<file path="src/rtl/psd_pkg.sv">
package psd_pkg;

    typedef enum logic {
        MOD_BASE    = 1'b0,
        MOD_SWALLOW = 1'b1
    } psd_mod_e;

endpackage

</file>
<file path="src/rtl/psd_prescaler.sv">
module psd_prescaler #(
    parameter int P_LOW = 64
) (
    input  logic              clk,
    input  logic              rst_n,
    input  psd_pkg::psd_mod_e mod_sel,
    output logic              tc
);
    localparam int CW = $clog2(P_LOW + 1);

    typedef struct packed {
        logic [CW-1:0] cnt;
    } pre_st_t;

    pre_st_t st_d, st_q;
    logic [CW-1:0] last;

    always_comb begin
        last = (mod_sel == psd_pkg::MOD_SWALLOW) ? CW'(P_LOW) : CW'(P_LOW - 1);
        tc   = (st_q.cnt == last);
        st_d = st_q;
        st_d.cnt = tc ? '0 : st_q.cnt + 1'b1;
    end

    always_ff @(posedge clk or negedge rst_n) begin
        if (!rst_n) st_q <= '0;
        else        st_q <= st_d;
    end
endmodule

</file>
<file path="src/rtl/psd_swallow.sv">
module psd_swallow #(
    parameter int N_W   = 12,
    parameter int A_W   = 7,
    parameter int N_RST = 1056,
    parameter int A_RST = 60
) (
    input  logic              clk,
    input  logic              rst_n,
    input  logic              step,
    input  logic [N_W-1:0]    n_cfg,
    input  logic [A_W-1:0]    a_cfg,
    output psd_pkg::psd_mod_e mod_sel,
    output logic              term_pulse
);
    typedef struct packed {
        logic [N_W-1:0] n;
        logic [A_W-1:0] a;
        logic           pulse;
    } sw_st_t;

    sw_st_t st_d, st_q;

    always_comb begin
        st_d = st_q;
        st_d.pulse = 1'b0;
        if (step) begin
            if (st_q.n <= N_W'(1)) begin
                st_d.n     = n_cfg;
                st_d.a     = a_cfg;
                st_d.pulse = 1'b1;
            end else begin
                st_d.n = st_q.n - 1'b1;
                if (st_q.a != '0) st_d.a = st_q.a - 1'b1;
            end
        end
        mod_sel    = (st_q.a != '0) ? psd_pkg::MOD_SWALLOW : psd_pkg::MOD_BASE;
        term_pulse = st_q.pulse;
    end

    always_ff @(posedge clk or negedge rst_n) begin
        if (!rst_n) begin
            st_q.n     <= N_W'(N_RST);
            st_q.a     <= A_W'(A_RST);
            st_q.pulse <= 1'b0;
        end else begin
            st_q <= st_d;
        end
    end
endmodule

</file>
<file path="src/rtl/psd_prog_reg.sv">
module psd_prog_reg #(
    parameter int N_W   = 12,
    parameter int A_W   = 7,
    parameter int N_RST = 1056,
    parameter int A_RST = 60
) (
    input  logic           clk,
    input  logic           rst_n,
    input  logic           sclk,
    input  logic           sdata,
    input  logic           latch,
    output logic [N_W-1:0] n_cfg,
    output logic [A_W-1:0] a_cfg,
    output logic           err
);
    localparam int W     = N_W + A_W;
    localparam int CMP_W = (N_W > A_W) ? N_W : A_W;

    typedef struct packed {
        logic           sclk_prev;
        logic           latch_prev;
        logic [W-1:0]   shreg;
        logic [N_W-1:0] n;
        logic [A_W-1:0] a;
        logic           err;
    } pr_st_t;

    pr_st_t st_d, st_q;
    logic [N_W-1:0] cand_n;
    logic [A_W-1:0] cand_a;
    logic           cand_ok;

    always_comb begin
        st_d = st_q;
        st_d.sclk_prev  = sclk;
        st_d.latch_prev = latch;
        cand_n  = st_q.shreg[W-1:A_W];
        cand_a  = st_q.shreg[A_W-1:0];
        cand_ok = (cand_n != '0) && (CMP_W'(cand_a) < CMP_W'(cand_n));
        if (sclk && !st_q.sclk_prev)
            st_d.shreg = {st_q.shreg[W-2:0], sdata};
        if (latch && !st_q.latch_prev) begin
            if (cand_ok) begin
                st_d.n   = cand_n;
                st_d.a   = cand_a;
                st_d.err = 1'b0;
            end else begin
                st_d.err = 1'b1;
            end
        end
        n_cfg = st_q.n;
        a_cfg = st_q.a;
        err   = st_q.err;
    end

    always_ff @(posedge clk or negedge rst_n) begin
        if (!rst_n) begin
            st_q.sclk_prev  <= 1'b0;
            st_q.latch_prev <= 1'b0;
            st_q.shreg      <= '0;
            st_q.n          <= N_W'(N_RST);
            st_q.a          <= A_W'(A_RST);
            st_q.err        <= 1'b0;
        end else begin
            st_q <= st_d;
        end
    end
endmodule

</file>
<file path="src/rtl/psd_ref_div.sv">
module psd_ref_div #(
    parameter int REF_DIV = 1400
) (
    input  logic clk,
    input  logic rst_n,
    output logic pulse
);
    localparam int CW = $clog2(REF_DIV);

    typedef struct packed {
        logic [CW-1:0] cnt;
        logic          pulse;
    } rd_st_t;

    rd_st_t st_d, st_q;
    logic   wrap;

    always_comb begin
        wrap       = (st_q.cnt == CW'(REF_DIV - 1));
        st_d.cnt   = wrap ? '0 : st_q.cnt + 1'b1;
        st_d.pulse = wrap;
        pulse      = st_q.pulse;
    end

    always_ff @(posedge clk or negedge rst_n) begin
        if (!rst_n) st_q <= '0;
        else        st_q <= st_d;
    end
endmodule

</file>
<file path="src/rtl/pulse_swallow_divider.sv">
module pulse_swallow_divider #(
    parameter int P_LOW   = 64,
    parameter int N_W     = 12,
    parameter int A_W     = 7,
    parameter int N_RST   = 1056,
    parameter int A_RST   = 60,
    parameter int REF_DIV = 1400
) (
    input  logic clk,
    input  logic rst_n,
    input  logic prog_clk,
    input  logic prog_data,
    input  logic prog_latch,
    output logic div_pulse,
    output logic ref_pulse,
    output logic mod_high,
    output logic load_err
);
    psd_pkg::psd_mod_e mod_sel;
    logic              pre_tc;
    logic [N_W-1:0]    n_cfg;
    logic [A_W-1:0]    a_cfg;

    psd_prog_reg #(.N_W(N_W), .A_W(A_W), .N_RST(N_RST), .A_RST(A_RST)) u_prog (
        .clk(clk), .rst_n(rst_n), .sclk(prog_clk), .sdata(prog_data),
        .latch(prog_latch), .n_cfg(n_cfg), .a_cfg(a_cfg), .err(load_err)
    );

    psd_prescaler #(.P_LOW(P_LOW)) u_pre (
        .clk(clk), .rst_n(rst_n), .mod_sel(mod_sel), .tc(pre_tc)
    );

    psd_swallow #(.N_W(N_W), .A_W(A_W), .N_RST(N_RST), .A_RST(A_RST)) u_sw (
        .clk(clk), .rst_n(rst_n), .step(pre_tc), .n_cfg(n_cfg), .a_cfg(a_cfg),
        .mod_sel(mod_sel), .term_pulse(div_pulse)
    );

    psd_ref_div #(.REF_DIV(REF_DIV)) u_ref (
        .clk(clk), .rst_n(rst_n), .pulse(ref_pulse)
    );

    assign mod_high = (mod_sel == psd_pkg::MOD_SWALLOW);
endmodule


</file>
<file path="config.mk">
export PLATFORM = sky130hd
export DESIGN_NAME = pulse_swallow_divider
export DESIGN_NICKNAME = d
export VERILOG_FILES = /design/src/rtl/psd_pkg.sv /design/src/rtl/psd_prescaler.sv /design/src/rtl/psd_swallow.sv /design/src/rtl/psd_prog_reg.sv /design/src/rtl/psd_ref_div.sv /design/src/rtl/pulse_swallow_divider.sv
export SDC_FILE = /design/constraint.sdc
export NUM_CORES = 1
export LEC_CHECK = 0
export CAP_MARGIN = 5
export CORE_ASPECT_RATIO = 1.25
export CORE_MARGIN = 2
export CORE_UTILIZATION = 55
export DETAILED_ROUTE_END_ITERATION = 16
export PLACE_DENSITY = 0.72
export SYNTH_ARGS = -nofsm -noshare
export SYNTH_HDL_FRONTEND = slang
export SYNTH_HIERARCHICAL = 1
export SYNTH_SLANG_ARGS = --single-unit
</file>
<file path="constraint.sdc">
create_clock -name clk -period 3.8 [get_ports clk]
set_input_delay 0.76 -clock clk [delete_from_list [all_inputs] [get_ports clk]]
set_output_delay 0.76 -clock clk [all_outputs]
set_load 0.005 [all_outputs]
</file>
==> impl_summary.log <==
[metrics] outcome: complete, no violations
[metrics] via count: between 2000 and 3000
[metrics] cell leakage power: approximately 1.9 nW
[metrics] I/O pin cnt: 9
[metrics] highest clock frequency the design can meet: roughly 330 MHz
[metrics] Tcrit/Tclk final: 80.9%
[metrics] register bit total from synthesis: 80
[metrics] H-tree depth reported by CTS: 3
[metrics] length of the first detailed-routing pass in iterations: 5
[metrics] remaining antenna violation count: 0
[metrics] global-route wire length before repair: 12.2 mm
[metrics] cell with the largest stage delay on the worst path: o41ai_1
[metrics] hold buffer count at cts: 0
[metrics] async set-reset flop share out of synthesis: 100%
[metrics] Total Neg Setup Slack: 0 ns
[metrics] synth warn: 6
[metrics] fraction of final layout cells with drive strength greater than 1: about 22%
[metrics] number of instances in the synthesized netlist: around 370
[metrics] power per cell area: about 570 nW/um2
[metrics] Critical Path Most Common Cell: inv_1
[metrics] setup slack of the worst register-to-register path: around 0.73 ns
[metrics] number of clock sinks seen by CTS: 80
[metrics] critical path capture point type: flip-flop
[metrics] First DRT Iteration DRCs: about 220
[metrics] largest vdd supply drop: around 0.47 mV
[metrics] Hold/Removal Path Class: flip-flop to flip-flop
[metrics] pin slew with the least headroom to its limit: 0.981 ns
[metrics] total of buffers placed on input and output ports: 8
[metrics] FF-to-FF End: u_sw/st_q[17]$_DFFE_PN0P_
[metrics] kind of start point of the critical path: flip-flop
[metrics] Detailed Route WL: around 7 mm
[metrics] DRC violations left: 0
[metrics] commonest non-fill, non-tap cell in the layout: dfrtp_1
[metrics] total standard cell area after synthesis: 4130 um2
[metrics] Core Box Area: between 7000 and 8000 um2
[metrics] sequential fraction of the synthesis area: between 40% and 50%
[metrics] final count of hold timing violations: 0
[metrics] Die Wd: around 80 um
[metrics] post-route non-filler standard cell count: roughly 460
[metrics] largest clock skew in the final design: ~0.012 ns
[metrics] Via-to-Cell Ratio: just under 6
[metrics] number of flops mapped to enable cells by yosys: 0
[metrics] Post-Place Cells: 439
[metrics] Layout area overhead: 5.39%
[metrics] most common flop cell mapped by yosys: dfrtp_1
[metrics] Setup crit end: u_sw/st_q[17]$_DFFE_PN0P_
[metrics] routed length per placed instance: around 15 um
[metrics] total congestion overflow: 0
[metrics] NumNets Final: 375
[metrics] buffers inserted by post-CTS timing repair: 0
[metrics] clock-pin slew of the registers on the worst-case setup and hold paths: about 0.090 ns
[metrics] area of the die: a little over 8000 um2
[metrics] cts repair resizes: 0
[metrics] required time at the worst-slack endpoint: ~4.0 ns
[metrics] standard-cell rows: 35
[metrics] Placer Congestion: between 0.8 and 0.9
[metrics] Reg2Reg Depth: 10
[metrics] Max Cap Viol: 0
[metrics] Post-Syn Area per Cell: 11.3 um2
[metrics] pin count of the biggest net entering global routing: 81
[metrics] RSZ-0062 raised after global routing: no
[metrics] Starting Density: between 50% and 60%
[metrics] antenna diode instance count: 0
[metrics] total clock buffers created by CTS: 9
[metrics] number of distinct standard cells referenced by the synthesized netlist: 65
[metrics] worst reg2reg startpoint: u_sw/st_q[1]$_DFFE_PN0P_
[metrics] overall track demand over capacity in global routing: 19.4%
[metrics] maximum cell stage delay along the critical path: 0.47 ns
[metrics] die outline height: about 100 um
[metrics] via count of the first global-routing pass: 2564
[metrics] relative slew slack: roughly a third
[metrics] worst path cell trace: inv_1, ha_1, and3_1, inv_1, or3b_1, o22ai_2, and2_1, clkinv_1, o41ai_1, o311ai_1
[metrics] maximum buffer depth of the clock tree: 2
[metrics] pins over their slew limit: 0
[metrics] dpl hpwl: ~4.8 mm
[metrics] final critical-path required period: 3.07 ns
[metrics] TritonCTS clock tree: built
[metrics] syn_nets: roughly 380
[metrics] Root Buffer: clkbuf_8
[metrics] most frequent cells in the layout: dfrtp_1, inv_1, nand2_1
[metrics] timing startpoint of the critical path: u_sw/st_q[1]$_DFFE_PN0P_
[metrics] crit path kind: flip-flop to flip-flop
[metrics] data arrival time of the critical path: approximately 3.3 ns
[metrics] number of setup violations in the final report: 0
[metrics] Clk Latency, worst-skew pair: 0.34 ns
[metrics] maximum fanout count along the critical path: 18
[metrics] initial antenna violation count: 0
==> registers in the layout, indices dropped and copies added, names as in the netlist, 2 cells and up <==
register and cells:
u_pre/st_q 7, u_prog/a_cfg 7, u_prog/cand_a 7, u_prog/cand_n 12, u_prog/n_cfg 12, u_prog/st_q 2
u_ref/st_q 11, u_sw/st_q 19
==> worst min path at each step <==
stage                            start                       to  slack, ns  cells after the start
6_report       u_ref/st_q[1]$_DFF_PN0_  u_ref/st_q[1]$_DFF_PN0_       0.46                      1
5_1_grt        u_ref/st_q[1]$_DFF_PN0_  u_ref/st_q[1]$_DFF_PN0_       0.49                      1
4_1_cts        u_ref/st_q[1]$_DFF_PN0_  u_ref/st_q[1]$_DFF_PN0_       0.46                      1
3_5_place_dp   u_ref/st_q[1]$_DFF_PN0_  u_ref/st_q[1]$_DFF_PN0_       0.45                      1
3_3_place_gp   u_ref/st_q[1]$_DFF_PN0_  u_ref/st_q[1]$_DFF_PN0_       0.45                      1
2_1_floorplan  u_ref/st_q[1]$_DFF_PN0_  u_ref/st_q[1]$_DFF_PN0_       0.43                      1
==> cell type report <==
| class | instances | area [um2] |
|---|---|---|
| well taps | 92 | 115 |
| clock buffers | 11 | 141 |
| fillers | 588 | 2960 |
| clock inverters | 5 | 80.1 |
| inverters | 25 | 93.8 |
| flip-flops and latches | 80 | 2020 |
| repair buffers | 10 | 92.6 |
| multi-input cells | 232 | 1810 |
==> synth_stat cells, types with 5 or more instances <==
cell type	n	area, um2
dfrtp_1	68	1700
inv_1	24	90.1
buf_4	20	150
nand2_1	20	75.1
a21oi_1	19	95.1
mux2_4	19	285
o21ai_0	15	75.1
nor2_1	14	52.6
mux2_2	13	146
nor3_1	13	65.1
dfstp_2	12	315
ha_1	12	150
nand3_1	8	40.0
o21ai_1	8	40.0
o2bb2ai_1	7	61.3
clkbuf_1	6	22.5
nand4_1	6	37.5
nand2b_1	5	31.3
==> worst max-delay path, delay by kind of cell, from the launching register on <==
kind            cells  cell delay (ns)
compound gates      3             0.86
simple gates        3             0.77
buf+inv             3             0.65
flops               1             0.42
fa+ha+maj           1             0.22
==> stage by stage <==
stage                     hold slack [ns]  setup slack (ns)  instance area [um2]  power [mW]  utilization (%)
after floorplan                     0.433              1.19                 4130        1.77                -
after global placement              0.452             0.888                 4130        1.77             56.5
after detailed placement            0.451             0.729                 4130        1.80             56.5
after CTS                           0.462             0.707                 4350        2.50             59.5
after global routing                0.490             0.418                 4350        2.61             59.5
final                               0.459             0.727                 4350        2.47             59.5
==> kinds of logic after synthesis <==
group / share of synthesized area (%)
AND/OR/NAND/NOR: 13.9
flip-flops: 48.8
AO/OA/AOI/OAI: 12.8
buffers and inverters: 7.39
multiplexers: 11.7
adder cells (fa/ha/maj): 3.64
XOR/XNOR: 1.70
==> per-layer routing <==
metal  GRT usage (%)  vias to the layer above  share of wire [%]
met4            7.56                        0               0.70
met1            27.9                     1328                 49
met5               0                        -                  0
met3            4.12                        2                3.1
li1                -                     1291                  -
met2            28.6                       40                 47
==> power breakdown <==
group          leakage (nW)  switching [mW]  internal (mW)
registers              1.00           0.150           1.04
logic                 0.812           0.238          0.357
clock network         0.106           0.293          0.387
total                  1.92           0.681           1.79
(Power assumes the default switching activity.)
